===== src/rtl/pll_calc_pkg.sv =====
package pll_calc_pkg;

  // number of post-divider candidates: 2^0 .. 2^4
  localparam int PD_STEPS        = 5;
  localparam int INT_W_DEFAULT   = 7;
  localparam int VCO_MIN_DEFAULT = 1_000_000_000;

  typedef enum logic [1:0] {
    ST_IDLE  = 2'd0,
    ST_SETUP = 2'd1,
    ST_RUN   = 2'd2,
    ST_FIN   = 2'd3
  } calc_state_e;

endpackage


===== src/rtl/pll_rst_sync.sv =====
module pll_rst_sync (
  input  logic clk,
  input  logic rst_n,
  output logic rst_sync_n
);

  logic meta_q;
  logic hold_q;

  always_ff @(posedge clk or negedge rst_n) begin
    if (!rst_n) begin
      meta_q <= 1'b0;
      hold_q <= 1'b0;
    end else begin
      meta_q <= 1'b1;
      hold_q <= meta_q;
    end
  end

  assign rst_sync_n = hold_q;

endmodule


===== src/rtl/pll_restoring_div.sv =====
module pll_restoring_div #(
  parameter int DVD_W = 64,
  parameter int DVS_W = 32,
  parameter int Q_W   = 32
) (
  input  logic             clk,
  input  logic             rst_n,
  input  logic             load,
  input  logic             step,
  input  logic [DVD_W-1:0] dividend,
  input  logic [DVS_W-1:0] divisor,
  output logic [Q_W-1:0]   quotient
);

  logic [DVD_W-1:0] quo_q, quo_d;
  logic [DVS_W-1:0] rem_q, rem_d;
  logic [DVS_W:0]   trial;
  logic [DVS_W:0]   diff;
  logic             en;

  assign trial = {rem_q, quo_q[DVD_W-1]};
  assign diff  = trial - {1'b0, divisor};
  assign en    = load | step;

  always_comb begin
    quo_d = quo_q;
    rem_d = rem_q;
    if (load) begin
      quo_d = dividend;
      rem_d = '0;
    end else if (step) begin
      // top bit of diff set means the trial value was below the divisor
      if (diff[DVS_W]) begin
        rem_d = trial[DVS_W-1:0];
      end else begin
        rem_d = diff[DVS_W-1:0];
      end
      quo_d = {quo_q[DVD_W-2:0], ~diff[DVS_W]};
    end
  end

  always_ff @(posedge clk or negedge rst_n) begin
    if (!rst_n) begin
      quo_q <= '0;
      rem_q <= '0;
    end else if (en) begin
      quo_q <= quo_d;
      rem_q <= rem_d;
    end
  end

  assign quotient = quo_q[Q_W-1:0];

endmodule


===== src/rtl/pll_shift_mult.sv =====
module pll_shift_mult #(
  parameter int A_W = 32,
  parameter int B_W = 32,
  localparam int P_W = A_W + B_W
) (
  input  logic           clk,
  input  logic           rst_n,
  input  logic           load,
  input  logic           step,
  input  logic [A_W-1:0] a,
  input  logic [B_W-1:0] b,
  output logic [P_W-1:0] prod
);

  logic [P_W-1:0] prod_q, prod_d;
  logic [A_W:0]   sum;
  logic [A_W-1:0] addend;
  logic           en;

  assign addend = prod_q[0] ? a : '0;
  assign sum    = {1'b0, prod_q[P_W-1:B_W]} + {1'b0, addend};
  assign en     = load | step;

  always_comb begin
    prod_d = prod_q;
    if (load) begin
      prod_d = {{A_W{1'b0}}, b};
    end else if (step) begin
      prod_d = {sum, prod_q[B_W-1:1]};
    end
  end

  always_ff @(posedge clk or negedge rst_n) begin
    if (!rst_n) begin
      prod_q <= '0;
    end else if (en) begin
      prod_q <= prod_d;
    end
  end

  assign prod = prod_q;

endmodule


===== src/rtl/pll_fwd_prep.sv =====
module pll_fwd_prep
  import pll_calc_pkg::*;
#(
  parameter int FREQ_W = 32,
  parameter int WIDE_W = 64,
  parameter int WID_W  = 6,
  parameter int PDIV_W = 3,
  localparam int K_W   = $clog2(PD_STEPS + 1)
) (
  input  logic [FREQ_W-1:0] req_freq,
  input  logic [FREQ_W-1:0] max_freq,
  input  logic [FREQ_W-1:0] vco_min,
  input  logic [WID_W-1:0]  pcw_width,
  input  logic [WID_W-1:0]  int_width,
  output logic [WIDE_W-1:0] dividend,
  output logic [PDIV_W-1:0] pdiv_code,
  output logic [WID_W-1:0]  frac_bits
);

  logic [FREQ_W-1:0]   f_clamp;
  logic [FREQ_W-1:0]   vmin_eff;
  logic [WID_W-1:0]    int_eff;
  logic [PD_STEPS-1:0] reach;
  logic [K_W-1:0]      k_sel;

  assign f_clamp  = (req_freq > max_freq) ? max_freq : req_freq;
  assign vmin_eff = (vco_min == '0) ? FREQ_W'(VCO_MIN_DEFAULT) : vco_min;
  assign int_eff  = (int_width == '0) ? WID_W'(INT_W_DEFAULT) : int_width;
  assign frac_bits = (pcw_width > int_eff) ? (pcw_width - int_eff) : '0;

  for (genvar g = 0; g < PD_STEPS; g++) begin : g_cand
    assign reach[g] = ((WIDE_W'(f_clamp) << g) >= WIDE_W'(vmin_eff));
  end

  always_comb begin
    k_sel = K_W'(PD_STEPS);
    for (int i = PD_STEPS - 1; i >= 0; i--) begin
      if (reach[i]) begin
        k_sel = K_W'(i);
      end
    end
  end

  assign pdiv_code = (k_sel == K_W'(PD_STEPS)) ? PDIV_W'(PD_STEPS - 1) : PDIV_W'(k_sel);
  assign dividend  = (WIDE_W'(f_clamp) << k_sel) << frac_bits;

endmodule


===== src/rtl/pll_rev_round.sv =====
module pll_rev_round #(
  parameter int FREQ_W = 32,
  parameter int WIDE_W = 64,
  parameter int WID_W  = 6,
  parameter int PDIV_W = 3
) (
  input  logic [WIDE_W-1:0] vco_raw,
  input  logic [WID_W-1:0]  frac_bits,
  input  logic [PDIV_W-1:0] pdiv_code,
  output logic [FREQ_W-1:0] freq
);

  logic [WIDE_W-1:0] frac_mask;
  logic [WIDE_W-1:0] pd_mask;
  logic [WIDE_W-1:0] vco_int;
  logic              lost_frac;
  logic              lost_pd;

  assign frac_mask = (WIDE_W'(1) << frac_bits) - WIDE_W'(1);
  assign lost_frac = |(vco_raw & frac_mask);
  assign vco_int   = (vco_raw >> frac_bits) + WIDE_W'(lost_frac);

  assign pd_mask   = (WIDE_W'(1) << pdiv_code) - WIDE_W'(1);
  assign lost_pd   = |(vco_int & pd_mask);
  assign freq      = FREQ_W'(vco_int >> pdiv_code) + FREQ_W'(lost_pd);

endmodule


===== src/rtl/pll_freq_calc.sv =====
module pll_freq_calc
  import pll_calc_pkg::*;
#(
  parameter int FREQ_W = 32,
  parameter int PCW_W  = 32,
  parameter int PDIV_W = 3,
  localparam int WID_W = $clog2(PCW_W + 1)
) (
  input  logic              clk,
  input  logic              rst_n,
  input  logic              start,
  input  logic              dir,
  input  logic [FREQ_W-1:0] ref_freq,
  input  logic [FREQ_W-1:0] req_freq,
  input  logic [FREQ_W-1:0] max_freq,
  input  logic [FREQ_W-1:0] vco_min,
  input  logic [WID_W-1:0]  pcw_width,
  input  logic [WID_W-1:0]  int_width,
  input  logic [PCW_W-1:0]  pcw_in,
  input  logic [PDIV_W-1:0] pdiv_in,
  output logic              busy,
  output logic              done,
  output logic              err,
  output logic [PCW_W-1:0]  pcw_out,
  output logic [PDIV_W-1:0] pdiv_out,
  output logic [FREQ_W-1:0] freq_out
);

  localparam int WIDE_W = FREQ_W + PCW_W;
  localparam int CNT_W  = $clog2(WIDE_W);
  localparam logic [CNT_W-1:0] LAST_DIV = CNT_W'(WIDE_W - 1);
  localparam logic [CNT_W-1:0] LAST_MUL = CNT_W'(PCW_W - 1);

  logic rst_i_n;

  calc_state_e st_q, st_d;
  logic [CNT_W-1:0] cnt_q, cnt_d;
  logic             cap_en;
  logic             eng_load, eng_step;
  logic             done_d, err_d;
  logic             upd_fwd, upd_rev;

  logic              c_dir;
  logic [FREQ_W-1:0] c_ref, c_req, c_max, c_vmin;
  logic [WID_W-1:0]  c_pw, c_iw;
  logic [PCW_W-1:0]  c_pcw;
  logic [PDIV_W-1:0] c_pd;

  logic              done_q, err_q;
  logic [PCW_W-1:0]  pcw_q;
  logic [PDIV_W-1:0] pd_q;
  logic [FREQ_W-1:0] freq_q;

  logic [WIDE_W-1:0] dividend;
  logic [PDIV_W-1:0] fwd_code;
  logic [WID_W-1:0]  frac_bits;
  logic [PCW_W-1:0]  pcw_mask;
  logic [PCW_W-1:0]  pcw_word;
  logic [PCW_W-1:0]  quo;
  logic [WIDE_W-1:0] prod;
  logic [FREQ_W-1:0] rev_freq;

  pll_rst_sync u_rst (
    .clk        (clk),
    .rst_n      (rst_n),
    .rst_sync_n (rst_i_n)
  );

  // ---------------- control: next state ----------------
  always_comb begin
    st_d     = st_q;
    cnt_d    = cnt_q;
    cap_en   = 1'b0;
    eng_load = 1'b0;
    eng_step = 1'b0;
    done_d   = 1'b0;
    err_d    = err_q;
    upd_fwd  = 1'b0;
    upd_rev  = 1'b0;
    case (st_q)
      ST_IDLE: begin
        if (start) begin
          cap_en = 1'b1;
          st_d   = ST_SETUP;
        end
      end
      ST_SETUP: begin
        if (c_ref == '0) begin
          done_d = 1'b1;
          err_d  = 1'b1;
          st_d   = ST_IDLE;
        end else begin
          eng_load = 1'b1;
          cnt_d    = '0;
          st_d     = ST_RUN;
        end
      end
      ST_RUN: begin
        eng_step = 1'b1;
        if (cnt_q == (c_dir ? LAST_MUL : LAST_DIV)) begin
          st_d = ST_FIN;
        end else begin
          cnt_d = cnt_q + CNT_W'(1);
        end
      end
      ST_FIN: begin
        done_d  = 1'b1;
        err_d   = 1'b0;
        upd_fwd = ~c_dir;
        upd_rev = c_dir;
        st_d    = ST_IDLE;
      end
      default: st_d = ST_IDLE;
    endcase
  end

  // ---------------- control: registers ----------------
  always_ff @(posedge clk or negedge rst_i_n) begin
    if (!rst_i_n) begin
      st_q   <= ST_IDLE;
      cnt_q  <= '0;
      done_q <= 1'b0;
      err_q  <= 1'b0;
    end else begin
      st_q   <= st_d;
      cnt_q  <= cnt_d;
      done_q <= done_d;
      err_q  <= err_d;
    end
  end

  // ---------------- operand capture ----------------
  always_ff @(posedge clk or negedge rst_i_n) begin
    if (!rst_i_n) begin
      c_dir  <= 1'b0;
      c_ref  <= '0;
      c_req  <= '0;
      c_max  <= '0;
      c_vmin <= '0;
      c_pw   <= '0;
      c_iw   <= '0;
      c_pcw  <= '0;
      c_pd   <= '0;
    end else if (cap_en) begin
      c_dir  <= dir;
      c_ref  <= ref_freq;
      c_req  <= req_freq;
      c_max  <= max_freq;
      c_vmin <= vco_min;
      c_pw   <= pcw_width;
      c_iw   <= int_width;
      c_pcw  <= pcw_in;
      c_pd   <= pdiv_in;
    end
  end

  // ---------------- datapath ----------------
  pll_fwd_prep #(
    .FREQ_W (FREQ_W),
    .WIDE_W (WIDE_W),
    .WID_W  (WID_W),
    .PDIV_W (PDIV_W)
  ) u_prep (
    .req_freq  (c_req),
    .max_freq  (c_max),
    .vco_min   (c_vmin),
    .pcw_width (c_pw),
    .int_width (c_iw),
    .dividend  (dividend),
    .pdiv_code (fwd_code),
    .frac_bits (frac_bits)
  );

  assign pcw_mask = (c_pw >= WID_W'(PCW_W)) ? '1 : ((PCW_W'(1) << c_pw) - PCW_W'(1));
  assign pcw_word = c_pcw & pcw_mask;

  pll_restoring_div #(
    .DVD_W (WIDE_W),
    .DVS_W (FREQ_W),
    .Q_W   (PCW_W)
  ) u_div (
    .clk      (clk),
    .rst_n    (rst_i_n),
    .load     (eng_load & ~c_dir),
    .step     (eng_step & ~c_dir),
    .dividend (dividend),
    .divisor  (c_ref),
    .quotient (quo)
  );

  pll_shift_mult #(
    .A_W (FREQ_W),
    .B_W (PCW_W)
  ) u_mul (
    .clk   (clk),
    .rst_n (rst_i_n),
    .load  (eng_load & c_dir),
    .step  (eng_step & c_dir),
    .a     (c_ref),
    .b     (pcw_word),
    .prod  (prod)
  );

  pll_rev_round #(
    .FREQ_W (FREQ_W),
    .WIDE_W (WIDE_W),
    .WID_W  (WID_W),
    .PDIV_W (PDIV_W)
  ) u_round (
    .vco_raw   (prod),
    .frac_bits (frac_bits),
    .pdiv_code (c_pd),
    .freq      (rev_freq)
  );

  // ---------------- result registers ----------------
  always_ff @(posedge clk or negedge rst_i_n) begin
    if (!rst_i_n) begin
      pcw_q <= '0;
      pd_q  <= '0;
    end else if (upd_fwd) begin
      pcw_q <= quo;
      pd_q  <= fwd_code;
    end
  end

  always_ff @(posedge clk or negedge rst_i_n) begin
    if (!rst_i_n) begin
      freq_q <= '0;
    end else if (upd_rev) begin
      freq_q <= rev_freq;
    end
  end

  assign busy     = (st_q != ST_IDLE);
  assign done     = done_q;
  assign err      = err_q;
  assign pcw_out  = pcw_q;
  assign pdiv_out = pd_q;
  assign freq_out = freq_q;

endmodule


===== config.mk =====
export PLATFORM = sky130hd
export DESIGN_NAME = pll_freq_calc
export DESIGN_NICKNAME = d
export VERILOG_FILES = /design/src/rtl/pll_calc_pkg.sv /design/src/rtl/pll_rst_sync.sv /design/src/rtl/pll_restoring_div.sv /design/src/rtl/pll_shift_mult.sv /design/src/rtl/pll_fwd_prep.sv /design/src/rtl/pll_rev_round.sv /design/src/rtl/pll_freq_calc.sv
export SDC_FILE = /design/constraint.sdc
export NUM_CORES = 2
export LEC_CHECK = 0
export ABC_AREA = 1
export ABC_CLOCK_PERIOD_IN_PS = 13550
export BUFFER_PORTS_ARGS = -buffer_cell sky130_fd_sc_hd__buf_2
export CORE_UTILIZATION = 41
export CTS_CLUSTER_SIZE = 28
export DETAILED_ROUTE_END_ITERATION = 7
export HOLD_SLACK_MARGIN = 0.08
export PLACE_DENSITY_LB_ADDON = 0.25
export SYNTH_ARGS = -nofsm -noshare
export SYNTH_HDL_FRONTEND = slang
export SYNTH_SLANG_ARGS = --single-unit

===== constraint.sdc =====
create_clock -name clk -period 13.55 [get_ports clk]
set_clock_uncertainty 0.05 [all_clocks]
set_input_delay 2.0325 -clock clk [delete_from_list [all_inputs] [get_ports clk]]
set_output_delay 2.0325 -clock clk [all_outputs]
set_load 0.05 [all_outputs]

Yosys cells after proc, flatten, opt, wreduce, memory -nomap -nowiden
Cells that the tools add are included.
{"block": "word_totals", "inputBits": 179, "out_inout_bits": 70, "register_bits": 415}
{"block": "classes", "muxes": 38, "addsub": 9, "n_bitwise": 11, "reduce_logical": 16, "n_lt_le_gt_ge": 8, "shifts": 7, "n_eq_ne": 10}
{"cell": "$mux W64", "n": 4}
{"cell": "$mux W32", "n": 7}
{"cell": "$and A64 B64 Y64", "n": 2}
{"cell": "$reduce_or A64 Y1", "n": 2}
{"cell": "$sub A64 B2 Y64 const B", "n": 2}
{"cell": "$add A64 B1 Y64", "n": 1}
{"cell": "$logic_not A32 Y1", "n": 2}
{"cell": "$shl A1 B3 Y64 const A", "n": 1}
{"cell": "$shl A1 B6 Y64 const A", "n": 1}
{"cell": "$shl A32 B3 Y64", "n": 1}
{"cell": "$shl A64 B6 Y64", "n": 1}
{"cell": "$shr A64 B3 Y32", "n": 1}
{"cell": "$shr A64 B6 Y64", "n": 1}
{"cell": "$ge A36 B32 Y1", "n": 1}
{"cell": "$ge A35 B32 Y1", "n": 1}
{"cell": "$ge A34 B32 Y1", "n": 1}
{"cell": "$add A32 B32 Y33", "n": 1}
{"cell": "$ge A33 B32 Y1", "n": 1}
{"cell": "$sub A33 B32 Y33", "n": 1}
{"cell": "$add A32 B1 Y32", "n": 1}
{"cell": "$and A32 B32 Y32", "n": 1}
{"cell": "$ge A32 B32 Y1", "n": 1}
{"cell": "$gt A32 B32 Y1", "n": 1}
{"cell": "$shl A1 B6 Y32 const A", "n": 1}
{"cell": "other kinds (25)", "n": 62}

Logic depth before layout (Yosys ltp)
{"block": "depth", "depth_word": 12, "ltp_mapped": 66}

Hierarchy
A second synthesis with hierarchy kept.
{"block": "hier_totals", "hier_cells": 6793, "area_unflattened_um2": 43508.0}
{"module": "pll_freq_calc", "seq_area_each_um2": 6331.1, "cells_each": 880, "area_each_um2": 10975.5, "n_inst": 1}
{"module": "pll_rev_round", "seq_area_each_um2": 0.0, "cells_each": 2291, "area_each_um2": 10752.8, "n_inst": 1}
{"module": "pll_fwd_prep", "seq_area_each_um2": 0.0, "cells_each": 1692, "area_each_um2": 9321.4, "n_inst": 1}
{"module": "pll_restoring_div", "seq_area_each_um2": 2402.3, "cells_each": 1097, "area_each_um2": 7189.4, "n_inst": 1}
{"module": "pll_shift_mult", "seq_area_each_um2": 1601.5, "cells_each": 830, "area_each_um2": 5215.0, "n_inst": 1}
{"module": "pll_rst_sync", "seq_area_each_um2": 50.0, "cells_each": 3, "area_each_um2": 53.8, "n_inst": 1}

Least setup slack after synthesis
No wires, ideal clock.
{"block": "synth_timing", "kind": "reg2reg", "startpoint": "reg c_iw[1]", "endpoint": "reg freq_q[30], in the netlist freq_out[30]", "setup_ns": 0.118, "period_less_slack_ns": 8.036, "setup_slack_ns": 5.514, "required_time_ns": 13.382, "n_path_buf": 2, "path_stages_with_launch": 63, "arrival_time_ns": 7.869, "cell_sequence": "dfrtp_1 -> nor4_1 -> nand3_1 -> nand2_1 -> inv_1 -> ha_1 -> nand2_1 -> nor2_1 -> nand2_1 -> nand3_4 -> nand2_4 -> inv_4 -> nand3_4 -> nand2_2 -> clkbuf_1 -> buf_2 -> nor2_1 -> inv_1 -> (+27 left out) -> nand3_1 -> xor2_1 -> a21oi_1 -> inv_1 -> nand2_1 -> nor2_1 -> nand3_1 -> ha_1 -> ha_1 -> nand3_1 -> nor2_4 -> nand3_2 -> nor2_4 -> nand2_2 -> nor2_4 -> nand3_1 -> nand3_1 -> nand2_1"}
{"block": "synth_via", "elab_chain_cells": 12, "elab_cells_between_ends": 15, "classes_between": "4 x add/sub; 1 x order compare; 3 x shift; 2 x mux; 2 x bitwise; 3 x reduce/logical"}
{"element": "start, declared", "line": "pll_freq_calc.sv:45", "text": "logic [WID_W-1:0] c_pw, c_iw;"}
{"element": "start signal, assigned", "line": "pll_freq_calc.sv:151", "text": "c_iw <= int_width;"}
{"element": "$logic_not A6 Y1", "line": "pll_fwd_prep.sv:28", "text": "assign int_eff = (int_width == '0) ? WID_W'(INT_W_DEFAULT) : int_width;"}
{"element": "$mux W6 *", "line": "pll_fwd_prep.sv:28"}
{"element": "$sub A6 B6 Y6 / $gt A6 B6 Y1 (equally long branches)", "line": "pll_fwd_prep.sv:29", "text": "assign frac_bits = (pcw_width > int_eff) ? (pcw_width - int_eff) : '0;"}
{"element": "$mux W6 *", "line": "pll_fwd_prep.sv:29"}
{"element": "$shl A1 B6 Y64", "line": "pll_rev_round.sv:19", "text": "assign frac_mask = (WIDE_W'(1) << frac_bits) - WIDE_W'(1);"}
{"element": "$sub A64 B2 Y64", "line": "pll_rev_round.sv:19"}
{"element": "$and A64 B64 Y64", "line": "pll_rev_round.sv:20", "text": "assign lost_frac = |(vco_raw & frac_mask);"}
{"element": "$reduce_or A64 Y1", "line": "pll_rev_round.sv:20"}
{"element": "$add A64 B1 Y64 *", "line": "pll_rev_round.sv:21", "text": "assign vco_int = (vco_raw >> frac_bits) + WIDE_W'(lost_frac);"}
{"element": "$and A64 B64 Y64", "line": "pll_rev_round.sv:24", "text": "assign lost_pd = |(vco_int & pd_mask);"}
{"element": "$reduce_or A64 Y1", "line": "pll_rev_round.sv:24"}
{"element": "$add A32 B1 Y32 *", "line": "pll_rev_round.sv:25", "text": "assign freq = FREQ_W'(vco_int >> pdiv_code) + FREQ_W'(lost_pd);"}
{"element": "end signal, assigned", "line": "pll_freq_calc.sv:231", "text": "freq_q <= rev_freq;"}
{"element": "end, declared", "line": "pll_freq_calc.sv:52", "text": "logic [FREQ_W-1:0] freq_q;"}
Mark *: on every way between the ends. The rest lies on a longest branch, timed or not.
A chain may end at the register's enable or synchronous reset.

Final worst setup path
{"block": "layout_timing", "startpoint": "reg c_iw[1]", "endpoint": "reg freq_q[26], in the netlist freq_out[26]"}
Same word-level chain as after synthesis.

==> flow_summary.json <==
{
  "outcome": "finished clean",
  "total_number_of_vias": 45673,
  "report.final.setup_viol": 0,
  "std_cell_rows": 115,
  "area.sequential_um2": 10400,
  "io_buffer_count": 248,
  "ys_seq_area_share_pct": 25.2,
  "post_cts_hold_buffer_count": 0,
  "vias_cell": 5.77,
  "drt_iter0_markers": 5298,
  "synth_edf_count": 0,
  "yosysMostFrequentCell": "sky130_fd_sc_hd__nand2_1",
  "grt_setup_unrepaired": "false",
  "clk_path_buf_depth": 3,
  "yosys_most_used_dff": "sky130_fd_sc_hd__dfrtp_1",
  "synth_top_cell_by_area": "sky130_fd_sc_hd__dfrtp_1",
  "post-route-drc-count": 0,
  "syn-instance-count": 6566,
  "synth-seq-cells": 415,
  "post_synth_main_area_contributors": "sky130_fd_sc_hd__dfrtp_1 (25%), sky130_fd_sc_hd__nand2_1 (15%), sky130_fd_sc_hd__nand3_1 (15%), sky130_fd_sc_hd__ha_1 (7.9%), sky130_fd_sc_hd__inv_1 (5.9%)",
  "worstHoldPathType": "reg -> reg",
  "fin_worst_hold_slack_ns": 0.298,
  "holdCritStartpoint": "u_rst.meta_q",
  "pin_count_of_the_biggest_net_entering_global_routing": 153,
  "max-cap-violations": 0,
  "fp.dieArea_um2": 102000,
  "postCtsSetupBuffers": 0,
  "num_cts_buffers": 48,
  "max_clock_freq_ghz": 0.0928,
  "timing.final.crit_share_pct": 79.5,
  "number_of_inserted_diodes": 0,
  "synth_cell_type_count": 69,
  "grtUsageTotal_pct": 29.3,
  "critical_path.max_stage_delay_ns": 0.65,
  "clock_sink_count": 415,
  "final_routed_wirelength_um": 153000,
  "routed_antenna_nets": 0,
  "tns_ns": 0,
  "insertion_delay_ns": 0.62,
  "multi_input_comb_area_um2": 26700,
  "cp_data_arrival_time_ns": 11.22,
  "critical_register_to_register_path_endpoint": "freq_out[26]",
  "cts_root_buffer": "sky130_fd_sc_hd__clkbuf_16",
  "synth_top_cell_area_share_pct": 25.2,
  "io_pins": 249,
  "r2r_cells": 63,
  "chipWidth_um": 319,
  "timing.final.hold_violations": 0,
  "slew_viol_final": 0,
  "antenna_violations_before_repair": 0,
  "mappedNetlistArea_um2": 41200,
  "hold-path-endpoint": "u_rst.rst_sync_n",
  "whs_path_depth": 0,
  "start_util_pct": 41.6,
  "routabilityCongestion": 1.04,
  "drt_first_pass_iters": 8,
  "worst_pin_slew_ns": 1.30,
  "core_area_um2": 98900,
  "synthToLayoutAreaGrowth_pct": 8.17,
  "cp-start-kind": "flop",
  "critical-path-slowest-cell": "sky130_fd_sc_hd__buf_4",
  "grt_overflow": 0,
  "nNetsFinal": 7040,
  "detailedPlacementHpwl_um": 117000,
  "grt_pass1_wl_um": 239000,
  "ys_top_cells_by_count": "sky130_fd_sc_hd__nand2_1 (1,679), sky130_fd_sc_hd__nand3_1 (1,199), sky130_fd_sc_hd__inv_1 (649)",
  "timing.slew.headroom_pct": 13.3,
  "final_core_util_pct": 45.0,
  "crit-reg2reg-launch": "c_iw[1]",
  "final.fill_count": 10519,
  "final_layout_size_suffix_gt1_share_pct": 8.49,
  "worstPathMaxFanout": 77,
  "worstSetupPathType": "reg -> reg",
  "wire_per_inst_um": 19.4,
  "critPathCaptureType": "flop",
  "clkTransAtPathRegs_ns": 0.06,
  "synth.net_count": 7009,
  "crit_required_ns": 14.00,
  "reg2reg_slack_ns": 2.77,
  "synth-warning-count": 0,
  "post_cts_resized": 0,
  "vias_in_the_first_global_route": 42059,
  "final.min_clock_period_ns": 10.78,
  "die_y_um": 319,
  "htree_levels": 2,
  "cts_tree": "built",
  "avgSynthCellArea_um2": 6.27,
  "async_flop_share_pct": 100
}
-- worst max-delay path: cells and delay by family, from the launching register on --
| kind | cells | cell delay, ns |
|---|---|---|
| buffers and inverters | 8 | 1.29 |
| AO/OA/AOI/OAI | 5 | 0.65 |
| XOR/XNOR | 1 | 0.16 |
| adder cells (fa/ha/maj) | 6 | 1.57 |
| AND/OR/NAND/NOR | 43 | 6.51 |
| flip-flops | 1 | 0.38 |
-- state kept, by name (all words and copies together) (netlist names), 32 cells and up, named ones only --
signal / flops
c_max: 32
c_pcw: 32
c_ref: 32
c_req: 32
c_vmin: 32
freq_out: 32
pcw_out: 32
u_div.quo_q: 64
u_div.rem_q: 32
u_mul.prod: 64
-- how the worst max path moves through the flow --
stage | startpoint | to | slack, ns | cells after the start
floorplan | u_rst.rst_sync_n | async pin | 1.08 | 0
global placement | c_iw[1] | freq_out[30] | 3.17 | 63
detailed placement | c_iw[1] | freq_out[26] | 2.97 | 63
CTS | c_iw[1] | freq_out[26] | 2.95 | 63
global route | c_iw[1] | freq_out[30] | 1.77 | 63
finish | c_iw[1] | freq_out[26] | 2.77 | 63
-- cells by family (layout without fill, tap and decap cells) --
group                    count (synthesis)  in the layout  share of synthesized area (%)
other                                    1              1                        0.00911
multiplexers                            43             43                           1.18
adder cells (fa/ha/maj)                264            264                           8.08
flip-flops                             415            415                           25.2
AO/OA/AOI/OAI                          864            864                           11.9
XOR/XNOR                                69             69                           1.47
buffers and inverters                  995           1059                           9.90
AND/OR/NAND/NOR                       3915           3915                           42.2
-- per-layer routing --
layer	GRT usage (%)	part of all wire, %
met1	39.7	44
met2	48.1	46
met3	3.70	6.9
met4	9.88	3.6
met5	0	0
-- layout by cell type, fill, tap and decap left out, types with 10 or more instances in the layout --
cell                           n
sky130_fd_sc_hd__o211ai_1     31
sky130_fd_sc_hd__o21bai_1     11
sky130_fd_sc_hd__nand3_2      15
sky130_fd_sc_hd__clkbuf_16    49
sky130_fd_sc_hd__nor4_1       36
sky130_fd_sc_hd__a22oi_1      25
sky130_fd_sc_hd__a21oi_1     349
sky130_fd_sc_hd__o21ai_1      13
sky130_fd_sc_hd__nand2_1    1676
sky130_fd_sc_hd__o221ai_1     19
sky130_fd_sc_hd__buf_4        52
sky130_fd_sc_hd__nor2_1      638
sky130_fd_sc_hd__nor2_4       19
sky130_fd_sc_hd__xor2_1       43
sky130_fd_sc_hd__a31oi_1      12
sky130_fd_sc_hd__nor3_1       60
sky130_fd_sc_hd__o21ai_0     297
sky130_fd_sc_hd__buf_2       248
sky130_fd_sc_hd__inv_2        14
sky130_fd_sc_hd__mux2_2       43
sky130_fd_sc_hd__nand3_1    1199
sky130_fd_sc_hd__xnor2_1      26
sky130_fd_sc_hd__nor2_2       24
sky130_fd_sc_hd__o22ai_1      26
sky130_fd_sc_hd__nand4_1     171
sky130_fd_sc_hd__inv_1       648
sky130_fd_sc_hd__nand2_2      35
sky130_fd_sc_hd__o31ai_1      11
sky130_fd_sc_hd__or2_2        10
sky130_fd_sc_hd__dfrtp_1     414
sky130_fd_sc_hd__ha_1        261
sky130_fd_sc_hd__a211oi_1     11
sky130_fd_sc_hd__a32o_1       15
-- per-stage QoR --
step	instances	instance area (um^2)	setup slack, ns
after global routing	7917	44500	1.77
after detailed placement	7834	42900	2.97
after floorplan	6566	41200	1.08
after global placement	7834	42900	3.17
final	7917	44500	2.77
after CTS	7917	44500	2.95
-- area by class of cell --
| class | count | area share (%) |
|---|---|---|
| Sequential cell | 415 | 23.3 |
| Timing Repair Buffer | 301 | 3.71 |
| Multi-Input combinational cell | 5156 | 60.1 |
| Tap cell | 1287 | 3.62 |
| Clock buffer | 64 | 3.06 |
| Inverter | 675 | 5.72 |
| Clock inverter | 19 | 0.495 |
Power is not shown: default switching activity piles up to over one toggle a cycle in this logic, so the estimate is an artifact.
